===== src/rtl/spi_cfg_pkg.sv =====
package spi_cfg_pkg;
  localparam int DW   = 8;
  localparam int AW   = 6;
  localparam int BITW = 3;

  typedef enum logic [2:0] {
    MS_IDLE    = 3'd0,
    MS_RX      = 3'd1,
    MS_TX      = 3'd2,
    MS_FTX_RDY = 3'd3,
    MS_CAL     = 3'd4,
    MS_SETTLE  = 3'd5,
    MS_RX_OVF  = 3'd6,
    MS_TX_UNF  = 3'd7
  } main_state_e;

  typedef struct packed {
    logic          rw;
    logic          burst;
    logic [AW-1:0] addr;
  } hdr_t;

  function automatic logic [3:0] sat_cnt(input logic [15:0] c);
    return (c > 16'd15) ? 4'hF : c[3:0];
  endfunction
endpackage


===== src/rtl/spi_sync.sv =====
module spi_sync #(
  parameter int          W       = 4,
  parameter logic [W-1:0] RST_VAL = '0
) (
  input  logic         clk_i,
  input  logic         rst_ni,
  input  logic [W-1:0] d_i,
  output logic [W-1:0] q_o
);
  logic [W-1:0] meta_q, sync_q;

  always_ff @(posedge clk_i or negedge rst_ni) begin
    if (!rst_ni) begin
      meta_q <= RST_VAL;
      sync_q <= RST_VAL;
    end else begin
      meta_q <= d_i;
      sync_q <= meta_q;
    end
  end

  assign q_o = sync_q;
endmodule


===== src/rtl/cfg_bank.sv =====
module cfg_bank #(
  parameter int NREG = 47,
  parameter int DW   = 8,
  parameter int AW   = 6
) (
  input  logic               clk_i,
  input  logic               rst_ni,
  input  logic               wr_en_i,
  input  logic [AW-1:0]      wr_addr_i,
  input  logic [DW-1:0]      wr_data_i,
  input  logic [AW-1:0]      rd_addr_i,
  output logic [DW-1:0]      rd_data_o,
  output logic [NREG*DW-1:0] regs_o
);
  logic [NREG-1:0][DW-1:0] regs_q;

  for (genvar i = 0; i < NREG; i++) begin : g_reg
    always_ff @(posedge clk_i or negedge rst_ni) begin
      if (!rst_ni)                                 regs_q[i] <= '0;
      else if (wr_en_i && wr_addr_i == AW'(i))     regs_q[i] <= wr_data_i;
    end
  end

  always_comb begin
    rd_data_o = '0;
    if (int'(rd_addr_i) < NREG) rd_data_o = regs_q[rd_addr_i];
  end

  assign regs_o = regs_q;

  AST_NO_WR_HIGH: assert property (@(posedge clk_i) disable iff (!rst_ni)
    (wr_en_i && int'(wr_addr_i) >= NREG) |=> $stable(regs_q));
  AST_CHANGE_NEEDS_WR: assert property (@(posedge clk_i) disable iff (!rst_ni)
    !$stable(regs_q) |-> $past(wr_en_i));
endmodule


===== src/rtl/spi_frame.sv =====
module spi_frame
  import spi_cfg_pkg::*;
#(
  parameter int CW   = 7,
  parameter int LAST = 46
) (
  input  logic          clk_i,
  input  logic          rst_ni,
  input  logic          sclk_s_i,
  input  logic          cs_n_s_i,
  input  logic          mosi_s_i,
  input  logic          ready_i,
  input  logic [2:0]    state_i,
  input  logic [CW-1:0] rx_cnt_i,
  input  logic [CW-1:0] tx_free_i,
  input  logic [DW-1:0] rd_data_i,
  output logic [AW-1:0] rd_addr_o,
  output logic          wr_en_o,
  output logic [AW-1:0] wr_addr_o,
  output logic [DW-1:0] wr_data_o,
  output logic          miso_o
);
  localparam logic [AW-1:0] LAST_A = AW'(LAST);

  logic            sclk_q;
  logic [BITW-1:0] bit_cnt;
  logic            hdr_phase, rw_q, burst_q, mo_q;
  logic [AW-1:0]   addr_q, addr_n;
  logic [DW-2:0]   rx_sh;
  logic [DW-1:0]   rx_byte, rdata_q, status, out_byte;
  logic            rise, byte_done;
  hdr_t            hdr;

  assign rise      = sclk_s_i & ~sclk_q & ~cs_n_s_i;
  assign byte_done = rise & (bit_cnt == '1);
  assign rx_byte   = {rx_sh, mosi_s_i};
  assign hdr       = hdr_t'(rx_byte);

  always_comb begin
    if (hdr_phase)    addr_n = hdr.addr;
    else if (burst_q) addr_n = (addr_q == LAST_A) ? '0 : addr_q + 1'b1;
    else              addr_n = addr_q;
  end

  // fifo field follows direction bit captured on first header bit
  assign status   = {~ready_i, state_i, sat_cnt(16'(rw_q ? rx_cnt_i : tx_free_i))};
  assign out_byte = (hdr_phase || !rw_q) ? status : rdata_q;

  assign rd_addr_o = addr_n;
  assign wr_en_o   = byte_done & ~hdr_phase & ~rw_q;
  assign wr_addr_o = addr_q;
  assign wr_data_o = rx_byte;
  assign miso_o    = mo_q;

  always_ff @(posedge clk_i or negedge rst_ni) begin
    if (!rst_ni) begin
      sclk_q    <= 1'b0;
      bit_cnt   <= '0;
      hdr_phase <= 1'b1;
      rw_q      <= 1'b0;
      burst_q   <= 1'b0;
      addr_q    <= '0;
      rx_sh     <= '0;
      rdata_q   <= '0;
      mo_q      <= 1'b1;
    end else begin
      sclk_q <= sclk_s_i;
      if (cs_n_s_i) begin
        bit_cnt   <= '0;
        hdr_phase <= 1'b1;
        mo_q      <= ~ready_i;
      end else begin
        if (!sclk_s_i) mo_q <= out_byte[~bit_cnt];
        if (rise) begin
          rx_sh   <= rx_byte[DW-2:0];
          bit_cnt <= bit_cnt + 1'b1;
          if (hdr_phase && bit_cnt == '0) rw_q <= mosi_s_i;
          if (byte_done) begin
            if (hdr_phase) begin
              rw_q      <= hdr.rw;
              burst_q   <= hdr.burst;
              addr_q    <= addr_n;
              rdata_q   <= rd_data_i;
              hdr_phase <= 1'b0;
            end else if (burst_q) begin
              addr_q  <= addr_n;
              rdata_q <= rd_data_i;
            end else begin
              hdr_phase <= 1'b1;
            end
          end
        end
      end
    end
  end

  AST_CS_HIGH_REFRAMES: assert property (@(posedge clk_i) disable iff (!rst_ni)
    cs_n_s_i |=> (bit_cnt == '0 && hdr_phase));
  AST_MISO_HOLD_HIGH: assert property (@(posedge clk_i) disable iff (!rst_ni)
    (!cs_n_s_i && sclk_s_i && sclk_q) |=> $stable(mo_q));
  AST_BURST_WRAP: assert property (@(posedge clk_i) disable iff (!rst_ni)
    (byte_done && !hdr_phase && burst_q && addr_q == LAST_A) |=> addr_q == '0);
  AST_SINGLE_REHDR: assert property (@(posedge clk_i) disable iff (!rst_ni)
    (byte_done && !hdr_phase && !burst_q) |=> hdr_phase);
endmodule


===== src/rtl/spi_cfg_slave.sv =====
module spi_cfg_slave
  import spi_cfg_pkg::*;
#(
  parameter int NREG = 47,
  parameter int CW   = 7
) (
  input  logic               clk_i,
  input  logic               rst_ni,
  input  logic               sclk_i,
  input  logic               cs_ni,
  input  logic               mosi_i,
  output logic               miso_o,
  input  logic               xosc_stable_i,
  input  logic [2:0]         state_i,
  input  logic [CW-1:0]      rx_count_i,
  input  logic [CW-1:0]      tx_free_i,
  output logic [NREG*DW-1:0] cfg_o
);
  localparam int LAST = NREG - 1;

  logic [3:0]    sync_q;
  logic          wr_en;
  logic [AW-1:0] wr_addr, rd_addr;
  logic [DW-1:0] wr_data, rd_data;

  // order: xosc, mosi, cs_n, sclk
  spi_sync #(.W(4), .RST_VAL(4'b0010)) u_sync (
    .clk_i  (clk_i),
    .rst_ni (rst_ni),
    .d_i    ({xosc_stable_i, mosi_i, cs_ni, sclk_i}),
    .q_o    (sync_q)
  );

  spi_frame #(.CW(CW), .LAST(LAST)) u_frame (
    .clk_i     (clk_i),
    .rst_ni    (rst_ni),
    .sclk_s_i  (sync_q[0]),
    .cs_n_s_i  (sync_q[1]),
    .mosi_s_i  (sync_q[2]),
    .ready_i   (sync_q[3]),
    .state_i   (state_i),
    .rx_cnt_i  (rx_count_i),
    .tx_free_i (tx_free_i),
    .rd_data_i (rd_data),
    .rd_addr_o (rd_addr),
    .wr_en_o   (wr_en),
    .wr_addr_o (wr_addr),
    .wr_data_o (wr_data),
    .miso_o    (miso_o)
  );

  cfg_bank #(.NREG(NREG), .DW(DW), .AW(AW)) u_bank (
    .clk_i     (clk_i),
    .rst_ni    (rst_ni),
    .wr_en_i   (wr_en),
    .wr_addr_i (wr_addr),
    .wr_data_i (wr_data),
    .rd_addr_i (rd_addr),
    .rd_data_o (rd_data),
    .regs_o    (cfg_o)
  );
endmodule


===== config.mk =====
export PLATFORM = sky130hd
export DESIGN_NAME = spi_cfg_slave
export DESIGN_NICKNAME = d
export VERILOG_FILES = /design/src/rtl/spi_cfg_pkg.sv /design/src/rtl/spi_sync.sv /design/src/rtl/cfg_bank.sv /design/src/rtl/spi_frame.sv /design/src/rtl/spi_cfg_slave.sv
export SDC_FILE = /design/constraint.sdc
export NUM_CORES = 1
export LEC_CHECK = 0
export ABC_AREA = 1
export BUFFER_PORTS_ARGS = -buffer_cell sky130_fd_sc_hd__buf_2
export CAP_MARGIN = 5
export CORE_AREA = 8 8 258 185
export CTS_CLUSTER_SIZE = 25
export DETAILED_ROUTE_END_ITERATION = 10
export DIE_AREA = 0 0 266 193
export HOLD_SLACK_MARGIN = 0.15
export PLACE_DENSITY = 0.7
export SYNTH_ARGS = -nofsm -noshare
export SYNTH_HDL_FRONTEND = slang
export SYNTH_SLANG_ARGS = --single-unit

===== constraint.sdc =====
create_clock -name clk_i -period 4.14 [get_ports clk_i]
set_clock_uncertainty 0.2 [all_clocks]
set_input_delay 0.207 -clock clk_i [delete_from_list [all_inputs] [get_ports clk_i]]
set_output_delay 0.207 -clock clk_i [all_outputs]
set_load 0.05 [all_outputs]

==> impl_metrics.ini <==
[power_and_ir_drop]
power.density_nw_per_um2 = 411.9
clockPowerShare_pct = 41.8
p_comb_share_pct = 15.7
pwr-share-seq_pct = 42.4
swShare_pct = 30.10
peakVddDrop_v = 0.0002648
p_int_mw = 6.727
netSwitchingPower_mw = 2.896
leakage_nw = 11.60

[worst_setup_path]
slowest_stage = dlygate4sd3_1
r2r-start = u_frame.rw_q$_DFFE_PN0P_
path_depth = 12
worstRegToRegCells = 12
end_kind = register
crit_chain = inv_1, nor2_1, inv_1, nor2_1, o221ai_1, dlygate4sd3_1, nand3_1, dlygate4sd3_1, a21oi_1, dlygate4sd3_1, nor2_1, a21oi_1
crit_family = buffers and inverters
crit_start = u_frame.rw_q$_DFFE_PN0P_
worst_r2r_endpoint = u_frame.miso_o$_DFFE_PN1P_
cp_num_buf_inv = 5
critPathKind = reg -> reg
worstPathRequired_ns = 4.41
worstSetupStartpointType = register
endpoint = u_frame.miso_o$_DFFE_PN1P_
path_max_fanout = 8
critPathArrivalTime_ns = 4.12
slowest_delay_ns = 0.58
r2r_setup_slack_ns = 0.28

[floorplanning]
die_x_um = 266
num_rows = 65
die_h_um = 193
ioPinCount = 400
start_util_pct = 44.03
core-area_um2 = 44080
fp.dieArea_um2 = 51340

[routing]
vias = 19276
drtPass1Iterations = 8
drc_errors = 0
drt-total-wl_um = 78540
wire_per_inst_um = 23.17
vias_per_cell = 5.688
first_iter_violations = 2219
ant_nets = 0

[synthesis]
synth_mux_area_share_pct = 0
yosysTopAreaCell = dfrtp_1
synth.top_cell.area_share_pct = 52.73
synth-compound-area-share_pct = 11.66
ys_types = 37
synthSimpleGateAreaFrac_pct = 29.20
ys_warn_count = 0
synth_xor_area_share_pct = 0.09025
ys_top_cells_by_area = dfrtp_1 53%, nand2_1 17%, o21ai_0 9.9%
synth.avg_cell_area_um2 = 7.977
synth_top_family_by_area = simple AND/OR/NAND/NOR gates
ys.flop_type = dfrtp_1
async_flop_share_pct = 100.0
synth_seq_area_share_pct = 53.27
synth_cells = 2433
synth-edff-count = 0
synth_fa_ha_area_share_pct = 0.4513
syn_nets = 2463
ys_ff_latch = 413
synth_area_um2 = 19410

[final_layout]
drive_gt1_share_pct = 20.60
areaGrowthSynthToFinish_pct = 20.37
stdcell_area_um2 = 23360
diodes = 0
nets = 2784
fillers = 4170

[global_route]
grt_max_degree = 124
grt_antenna_before_repair = 0
grt_pass1_wl_um = 117000
grtUsageTotal_pct = 29.74
overflow = 0
first_global_vias = 18179

[clock_tree]
htreeDepth = 2
numClockSinks = 413
post_cts_buffers = 0
ctsRootBufferMaster = clkbuf_16
cts_resized = 0
clockBufferDepth = 3
clkLatencyLatePin_ns = 0.56
cts_tree = done
cts.clk_slew.worst_paths_ns = 0.07
cts_buffers = 43

[sta]
setup_tns_ns = 0
fin_crit_sh_pct = 93.13
worst_pin_slew_ns = 1.014
fmax_ghz = 0.2594
grt_setup_unrepaired = no
finalHoldViolations = 0
relSlewSlack_pct = 32.42
fin_crit_ns = 3.855
setup_viol = 0
slew_viol_final = 0

[hold_path]
min_path_type = reg -> reg
hold_depth = 0

[placement]
portBuffers = 399
detailed_place_hpwl_um = 55020
place_area_um2 = 21770
place.gp.congestion = 0.9013

[status]
outcome = complete, no violations

[job]
cap_violations = 0
stage by stage:
| stage | setup slack, ns | power, mW | std cells | util (%) | hold WS (ns) |
|---|---|---|---|---|---|
| final | 0.2846 | 9.623 | 3389 | 53.00 | 0.1510 |
| after global routing | 0.07464 | 9.888 | 3389 | 53.00 | 0.1594 |
| after CTS | 0.3598 | 9.613 | 3389 | 53.00 | 0.1533 |
| after detailed placement | 0.8066 | 5.621 | 3298 | 49.40 | 0.1157 |
| after global placement | 0.8337 | 5.622 | 3298 | 49.40 | 0.1168 |
| after floorplan | 1.832 | 4.949 | 2433 | - | -0.2886 |
per-layer routing:
metal	part of all wire [%]	vias up	wire, um	track usage (%)
met5	0	-	0	0
met3	11	162	8432	7.413
met2	44	1119	34760	45.73
met1	42	9369	32690	41.03
met4	3.4	0	2664	10.08
li1	-	8626	-	-
area by class of cell:
type / count / area (um2) / area share (%)
sequential: 413 / 10340 / 44.26
multi-input combinational: 1785 / 8056 / 34.48
timing repair buffer: 449 / 2530 / 10.83
clock buffer: 61 / 1274 / 5.452
tap: 603 / 754.5 / 3.229
inverter: 62 / 234.0 / 1.001
clock inverter: 16 / 173.9 / 0.7444
state kept, by name, indices dropped and copies added, names as in the netlist, 3 cells and up:
signal,flops
u_frame.rdata_q,8
u_frame.wr_addr_o,6
u_sync.meta_q,4
u_bank.regs_o,376
u_frame.bit_cnt,3
u_frame.rx_sh,7
u_sync.q_o,4
placed cells by master (no fill, tap or decap), types with 13 or more instances in the layout:
cell           synthesis  final
clkbuf_8               0     13
nand3_1              332    332
buf_2                 52    398
nand2_1              866    866
dlygate4sd3_1          0     14
nor2_1                65     65
buf_4                 13     27
a21oi_1               19     19
clkbuf_16              0     43
nand2_2               34     33
o21ai_0              382    382
dfrtp_1              409    409
inv_1                 59     57
o21ai_1               30     30
synthesized netlist by cell type, types with 3 or more instances:
library cell	count
dfrtp_1	409
o21ai_1	30
nand3b_1	9
nand2_1	866
clkbuf_1	101
nand3_1	332
inv_1	59
inv_2	3
nand2_2	34
buf_4	13
o21ai_0	382
dfstp_2	4
nor2_1	65
ha_1	7
buf_2	52
buf_6	5
a21oi_1	19
or2_2	11
o211ai_1	4
nor2_4	5
worst min path at each step:
| stage | from | to | slack, ns |
|---|---|---|---|
| 5_1_grt | u_sync.meta_q[3]$_DFF_PN0_ | u_sync.q_o[3]$_DFF_PN0_ | 0.16 |
| 6_report | u_sync.meta_q[3]$_DFF_PN0_ | u_sync.q_o[3]$_DFF_PN0_ | 0.15 |
| 3_3_place_gp | xosc_stable_i | u_sync.meta_q[3]$_DFF_PN0_ | 0.12 |
| 4_1_cts | u_sync.meta_q[3]$_DFF_PN0_ | u_sync.q_o[3]$_DFF_PN0_ | 0.15 |
| 3_5_place_dp | cs_ni | u_sync.meta_q[1]$_DFF_PN1_ | 0.12 |
| 2_1_floorplan | rst_ni | u_bank.regs_o[0]$_DFFE_PN0P_ | -0.29 |
cell families after synthesis:
family                     count (synthesis)
and+or+nand+nor                         1333
buffers and inverters                    235
AOI/OAI and AO/OA                        443
adders and majority gates                  7
xor gates and xnor gates                   2
DFF                                      413
power by group through the flow:
stage               Clock, mW  Combinational, mW  Sequential [mW]
finish                   4.02               1.52             4.08
global route             4.21               1.60             4.08
CTS                      4.05               1.48             4.08
detailed placement          0               1.46             4.16
global placement            0               1.46             4.16
floorplan                   0              0.794             4.16
timing repair:
action,4_1_cts,5_1_grt
hold buffers,14,0
endpoints found under the hold margin,124,0
setup endpoints to repair,0,0
Note: power is estimated with default switching activity, not from simulation.
